==> config.mk <==
export PLATFORM = sky130hd
export DESIGN_NAME = updn_dual_ctr
export DESIGN_NICKNAME = d
export VERILOG_FILES = /design/src/rtl/updn_ctr_pkg.sv /design/src/rtl/updn_edge_sync.sv /design/src/rtl/updn_step_sel.sv /design/src/rtl/updn_next_val.sv /design/src/rtl/updn_flags.sv /design/src/rtl/updn_dual_ctr.sv
export SDC_FILE = /design/constraint.sdc
export NUM_CORES = 1
export LEC_CHECK = 0
export CAP_MARGIN = 20
export CORE_UTILIZATION = 54
export CTS_BUF_LIST = sky130_fd_sc_hd__clkbuf_4 sky130_fd_sc_hd__clkbuf_8
export DETAILED_ROUTE_END_ITERATION = 6
export GPL_TIMING_DRIVEN = 0
export PLACE_DENSITY = 0.81
export REMOVE_ABC_BUFFERS = 1
export SYNTH_ARGS = -nofsm -noshare
export SYNTH_HDL_FRONTEND = slang
export SYNTH_SLANG_ARGS = --single-unit
==> constraint.sdc <==
create_clock -name clk -period 3.1 [get_ports clk]
set_input_delay 0.775 -clock clk [delete_from_list [all_inputs] [get_ports clk]]
set_output_delay 0.775 -clock clk [all_outputs]
set_load 0.01 [all_outputs]
==> src/rtl/updn_ctr_pkg.sv <==
package updn_ctr_pkg;
    localparam int CNT_W = 4;

    typedef enum logic [1:0] {
        STEP_HOLD = 2'd0,
        STEP_INC  = 2'd1,
        STEP_DEC  = 2'd2
    } step_e;

    typedef struct packed {
        logic [CNT_W-1:0] cnt;
    } ctr_state_t;
endpackage

==> src/rtl/updn_edge_sync.sv <==
module updn_edge_sync #(
    parameter int STAGES = 2
) (
    input  logic clk,
    input  logic clear,
    input  logic din,
    output logic level,
    output logic rise
);
    localparam int CHAIN = STAGES + 1;

    logic [CHAIN-1:0] sync_d, sync_q;

    // shift chain: bit 0 takes the raw input, last bit is the delayed copy
    always_comb begin
        sync_d = {sync_q[CHAIN-2:0], din};
    end

    // idle level is high so a line held high through clear is no edge
    always_ff @(posedge clk or posedge clear) begin
        if (clear) sync_q <= '1;
        else       sync_q <= sync_d;
    end

    assign level = sync_q[STAGES-1];
    assign rise  = sync_q[STAGES-1] & ~sync_q[STAGES];
endmodule

==> src/rtl/updn_step_sel.sv <==
module updn_step_sel
    import updn_ctr_pkg::*;
(
    input  logic  up_rise,
    input  logic  up_lvl,
    input  logic  dn_rise,
    input  logic  dn_lvl,
    input  logic  blocked,
    output step_e step
);
    logic up_ok, dn_ok;

    always_comb begin
        up_ok = up_rise & dn_lvl;
        dn_ok = dn_rise & up_lvl;
        if (blocked)             step = STEP_HOLD;
        else if (up_ok && dn_ok) step = STEP_HOLD;
        else if (up_ok)          step = STEP_INC;
        else if (dn_ok)          step = STEP_DEC;
        else                     step = STEP_HOLD;
    end
endmodule

==> src/rtl/updn_next_val.sv <==
module updn_next_val
    import updn_ctr_pkg::*;
#(
    parameter bit DECADE = 1'b1
) (
    input  logic [CNT_W-1:0] cnt,
    input  step_e            step,
    output logic [CNT_W-1:0] nxt
);
    logic [CNT_W-1:0] top_val;

    generate
        if (DECADE) begin : g_dec
            assign top_val = CNT_W'(9);
        end else begin : g_bin
            assign top_val = {CNT_W{1'b1}};
        end
    endgenerate

    always_comb begin
        case (step)
            STEP_INC: nxt = (cnt >= top_val) ? '0 : cnt + 1'b1;
            STEP_DEC: nxt = (cnt == '0) ? top_val : cnt - 1'b1;
            default:  nxt = cnt;
        endcase
    end
endmodule

==> src/rtl/updn_flags.sv <==
module updn_flags
    import updn_ctr_pkg::*;
#(
    parameter bit DECADE = 1'b1
) (
    input  logic [CNT_W-1:0] q,
    input  logic             up_in,
    input  logic             dn_in,
    output logic             carry_n,
    output logic             borrow_n
);
    localparam logic [CNT_W-1:0] TOP_VAL = DECADE ? CNT_W'(9) : {CNT_W{1'b1}};

    always_comb begin
        carry_n  = ~((q == TOP_VAL) & ~up_in);
        borrow_n = ~((q == '0) & ~dn_in);
    end
endmodule

==> src/rtl/updn_dual_ctr.sv <==
module updn_dual_ctr
    import updn_ctr_pkg::*;
#(
    parameter bit DECADE      = 1'b1,
    parameter int SYNC_STAGES = 2
) (
    input  logic             clk,
    input  logic             clear,
    input  logic             load_n,
    input  logic [CNT_W-1:0] jam,
    input  logic             up_in,
    input  logic             dn_in,
    output logic [CNT_W-1:0] q,
    output logic             carry_n,
    output logic             borrow_n
);
    localparam int N_CH = 2;

    logic [N_CH-1:0] raw_in, lvl, rise;
    step_e           step;
    logic [CNT_W-1:0] nxt;
    logic [CNT_W-1:0] cnt_q;
    ctr_state_t      st_d, st_q;

    assign raw_in = {dn_in, up_in};

    generate
        for (genvar ch = 0; ch < N_CH; ch++) begin : g_sync
            updn_edge_sync #(.STAGES(SYNC_STAGES)) u_sync (
                .clk   (clk),
                .clear (clear),
                .din   (raw_in[ch]),
                .level (lvl[ch]),
                .rise  (rise[ch])
            );
        end
    endgenerate

    updn_step_sel u_sel (
        .up_rise (rise[0]),
        .up_lvl  (lvl[0]),
        .dn_rise (rise[1]),
        .dn_lvl  (lvl[1]),
        .blocked (~load_n),
        .step    (step)
    );

    updn_next_val #(.DECADE(DECADE)) u_nxt (
        .cnt  (cnt_q),
        .step (step),
        .nxt  (nxt)
    );

    always_comb begin
        st_d = st_q;
        if (!load_n) st_d.cnt = jam;
        else         st_d.cnt = nxt;
    end

    always_ff @(posedge clk or posedge clear) begin
        if (clear) st_q <= '0;
        else       st_q <= st_d;
    end

    assign cnt_q = st_q.cnt;

    // immediate override path: clear, then load, then stored count
    always_comb begin
        if (clear)        q = '0;
        else if (!load_n) q = jam;
        else              q = cnt_q;
    end

    updn_flags #(.DECADE(DECADE)) u_flags (
        .q        (q),
        .up_in    (up_in),
        .dn_in    (dn_in),
        .carry_n  (carry_n),
        .borrow_n (borrow_n)
    );
endmodule

==> flow_summary.json, run 1 <==
{
  "status": "finished, final reports clean",
  "die_area_sq_um": 1480,
  "syn_inst": 77,
  "syn_avg_cell_area_sq_um": 9.34,
  "finalMaxSlewViolations": 0,
  "switching_share_pct": 32.3,
  "portBuffers": 14,
  "finalInstanceArea_sq_um": 886,
  "grt_max_degree": 19,
  "synth_cell_types": 35,
  "grt_overflow": 0,
  "cts_made_buffers": 3,
  "p_leak_nw": 0.338,
  "post-place-ws_ns": -0.562,
  "p_seq_share_pct": 41.9,
  "coreArea_sq_um": 1170,
  "internal_power_mw": 0.279,
  "dp_hpwl_um": 1290,
  "drt-wirelength-per-cell_um": 15.4,
  "synth-seq-cells": 10,
  "p_total_mw": 0.412,
  "clk_latency_ns": 0.26,
  "num_io_pins": 15,
  "rows": 12,
  "gp_congestion": 0.977,
  "maxCapViolCount": 0,
  "relSlewSlack_pct": 73.2,
  "post-route-min-period_ns": 3.02,
  "cts_max_path_buffers": 2,
  "n_antenna_cell": 0,
  "skew_ns": 0.00154,
  "crit_arrival_ns": 2.25,
  "drive_gt1_share_pct": 16.3,
  "antenna_found_initial": 0,
  "powerDensity_nw_per_um2": 465,
  "async_flop_share_pct": 100,
  "dp_cells": 102,
  "via_per_inst": 6.08,
  "final_cell_count_no_fill": 106,
  "die_h_um": 38.5,
  "cp-start-kind": "input port",
  "initial_utilization_pct": 61.4,
  "fin_util_pct": 75.6,
  "area_growth_syn_to_layout_pct": 23.1,
  "setup_viol": 0,
  "hold_start": "g_sync[0].u_sync.sync_q[0]",
  "yosysWarnings": 0,
  "synth_top_area_share_pct": 21.9,
  "p_sw_mw": 0.133,
  "yosysTopAreaCell": "dfstp_2",
  "tns_ns": 0,
  "die_w_um": 38.5,
  "yosys-top-cells-area": "dfstp_2 (22%), dfrtp_1 (14%), ha_1 (7.0%), nand2b_1 (4.3%), nor2_1 (4.2%)",
  "grt_pass1_wl_um": 2720,
  "pwr-share-comb_pct": 29.9,
  "final-hold-violation-count": 0,
  "rsz0062_at_grt": "false",
  "fmax_mhz": 331,
  "wl_um": 1630,
  "clock_sinks": 10,
  "crit_required_ns": 2.32,
  "multiInputGateArea_sq_um": 422,
  "setup.worst_path.class": "in -> out",
  "worst_slack_ns": 0.0777,
  "pwr-share-clk_pct": 28.2,
  "ir_worst_vdd_mv": 0.229,
  "grtUsageTotal_pct": 26.6,
  "path_max_fanout": 3,
  "cts_max_level": 1,
  "r2r_start": "cnt_q[0]",
  "fin_nets": 106,
  "startpoint": "jam[1]",
  "netlist_area_sq_um": 719,
  "cts_root_buf": "clkbuf_4",
  "hold_slack_ns": 0.360,
  "place_area_sq_um": 856,
  "cts_tree": "yes",
  "via_count": 644,
  "initialDrtViolationCount": 17,
  "ctsHoldBuffers": 0,
  "cp-end-kind": "output port",
  "fill_cells": 82,
  "fin_crit_sh_pct": 97.5,
  "hold_path_class": "reg -> reg",
  "synth-edff-count": 0,
  "worst_slew_pin_slew_ns": 0.391,
  "synthFlopType": "dfstp_2",
  "drc_errors": 0,
  "clk_pin_slew_ns": 0.07,
  "grt_pass1_vias": 656,
  "first_pass_iters": 4,
  "seqCellArea_sq_um": 258,
  "postRouteAntennaNets": 0,
  "seq_area_frac_synth_pct": 35.8
}
## registers in the layout, summed over array words and instances, names as in the netlist
register	cells
g_sync.u_sync.sync_q	6
cnt_q	4
## timing repair
action / in CTS / in global routing
buffers inserted: 0 / 0
endpoints found under the setup margin: 6 / 1
gates resized for setup: 4 / 2
## worst max-delay path, cell delays in order
cell	delay, ns
clkdlybuf4s50_1	0.44
or4b_1	0.53
o31ai_1	0.10
nand3b_1	0.11
dlygate4sd2_1	0.30
## metal layers
metal	vias to the layer above	global-route usage [%]	share of wire, %
met3	0	3.49	6.7
li1	316	-	-
met4	0	6.03	0
met1	301	33.3	44
met5	-	0	0
met2	27	47.5	49
## kinds of logic (layout without fill, tap and decap cells)
kind of cell | count (synthesis) | after routing | share of synthesized area [%]
flops | 10 | 10 | 35.8
xor+xnor | 1 | 1 | 1.22
mux | 2 | 2 | 2.78
compound gates | 25 | 25 | 25.7
buf+inv | 8 | 23 | 5.57
fa+ha+maj | 4 | 4 | 6.96
simple gates | 27 | 27 | 21.9
## area by class of cell
| cell class | count | area share [%] |
|---|---|---|
| inverter | 5 | 2.12 |
| sequential | 10 | 29.1 |
| tap | 14 | 1.98 |
| timing repair buffer | 14 | 15.1 |
| multi-input combinational | 59 | 47.6 |
| clock buffer | 4 | 4.10 |
## power by group through the flow
stage / clock, mW / sequential, mW / combinational [mW]
final: 0.116 / 0.173 / 0.123
after global routing: 0.124 / 0.175 / 0.136
after CTS: 0.118 / 0.172 / 0.123
after detailed placement: 0 / 0.174 / 0.123
after global placement: 0 / 0.174 / 0.118
after floorplan: 0 / 0.166 / 0.0792
## cell usage in the layout, fill, tap and decap left out, types with 3 or more instances in the layout
cell / instances
a21oi_1: 3
clkbuf_4: 3
clkdlybuf4s50_1: 12
dfrtp_1: 4
dfstp_2: 6
ha_1: 4
inv_1: 5
nand2_1: 5
nand2b_1: 5
nor2_1: 8
o21ai_0: 4
## final timing paths
path	endpoint	slack, ns	cells after the start
min in group asynchronous	cnt_q[3]	0.91	2
min	g_sync[0].u_sync.sync_q[1]	0.36	0
min reg2reg	g_sync[0].u_sync.sync_q[1]	0.36	0
max	carry_n	0.08	5
max reg2reg	cnt_q[2]	1.25	6
max in group asynchronous	g_sync[1].u_sync.sync_q[1]	1.89	2
## synthesized netlist by cell type, drive strengths merged (2+ instances only)
cell type  count
nand2          5
inv            5
a31oi          2
nand2b         5
nor3b          2
mux2i          2
a21oi          3
dfrtp          4
o21ai          6
nor2           8
o21a           2
or3            2
ha             4
o221ai         2
dfstp          6
buf            3
Note: power is estimated with default switching activity, not from simulation.
==> run 2: changes to the inputs <==
--- a/config.mk
+++ b/config.mk
@@ -5,9 +5,10 @@
 export SDC_FILE = /design/constraint.sdc
 export NUM_CORES = 1
 export LEC_CHECK = 0
-export CAP_MARGIN = 20
+export CAP_MARGIN = 15
 export CORE_UTILIZATION = 54
 export CTS_BUF_LIST = sky130_fd_sc_hd__clkbuf_4 sky130_fd_sc_hd__clkbuf_8
+export CTS_CLUSTER_SIZE = 40
 export DETAILED_ROUTE_END_ITERATION = 6
 export GPL_TIMING_DRIVEN = 0
 export PLACE_DENSITY = 0.81
==> results of run 2 <==
No change in the layout: final DEF, timing and power equal those of run 1.
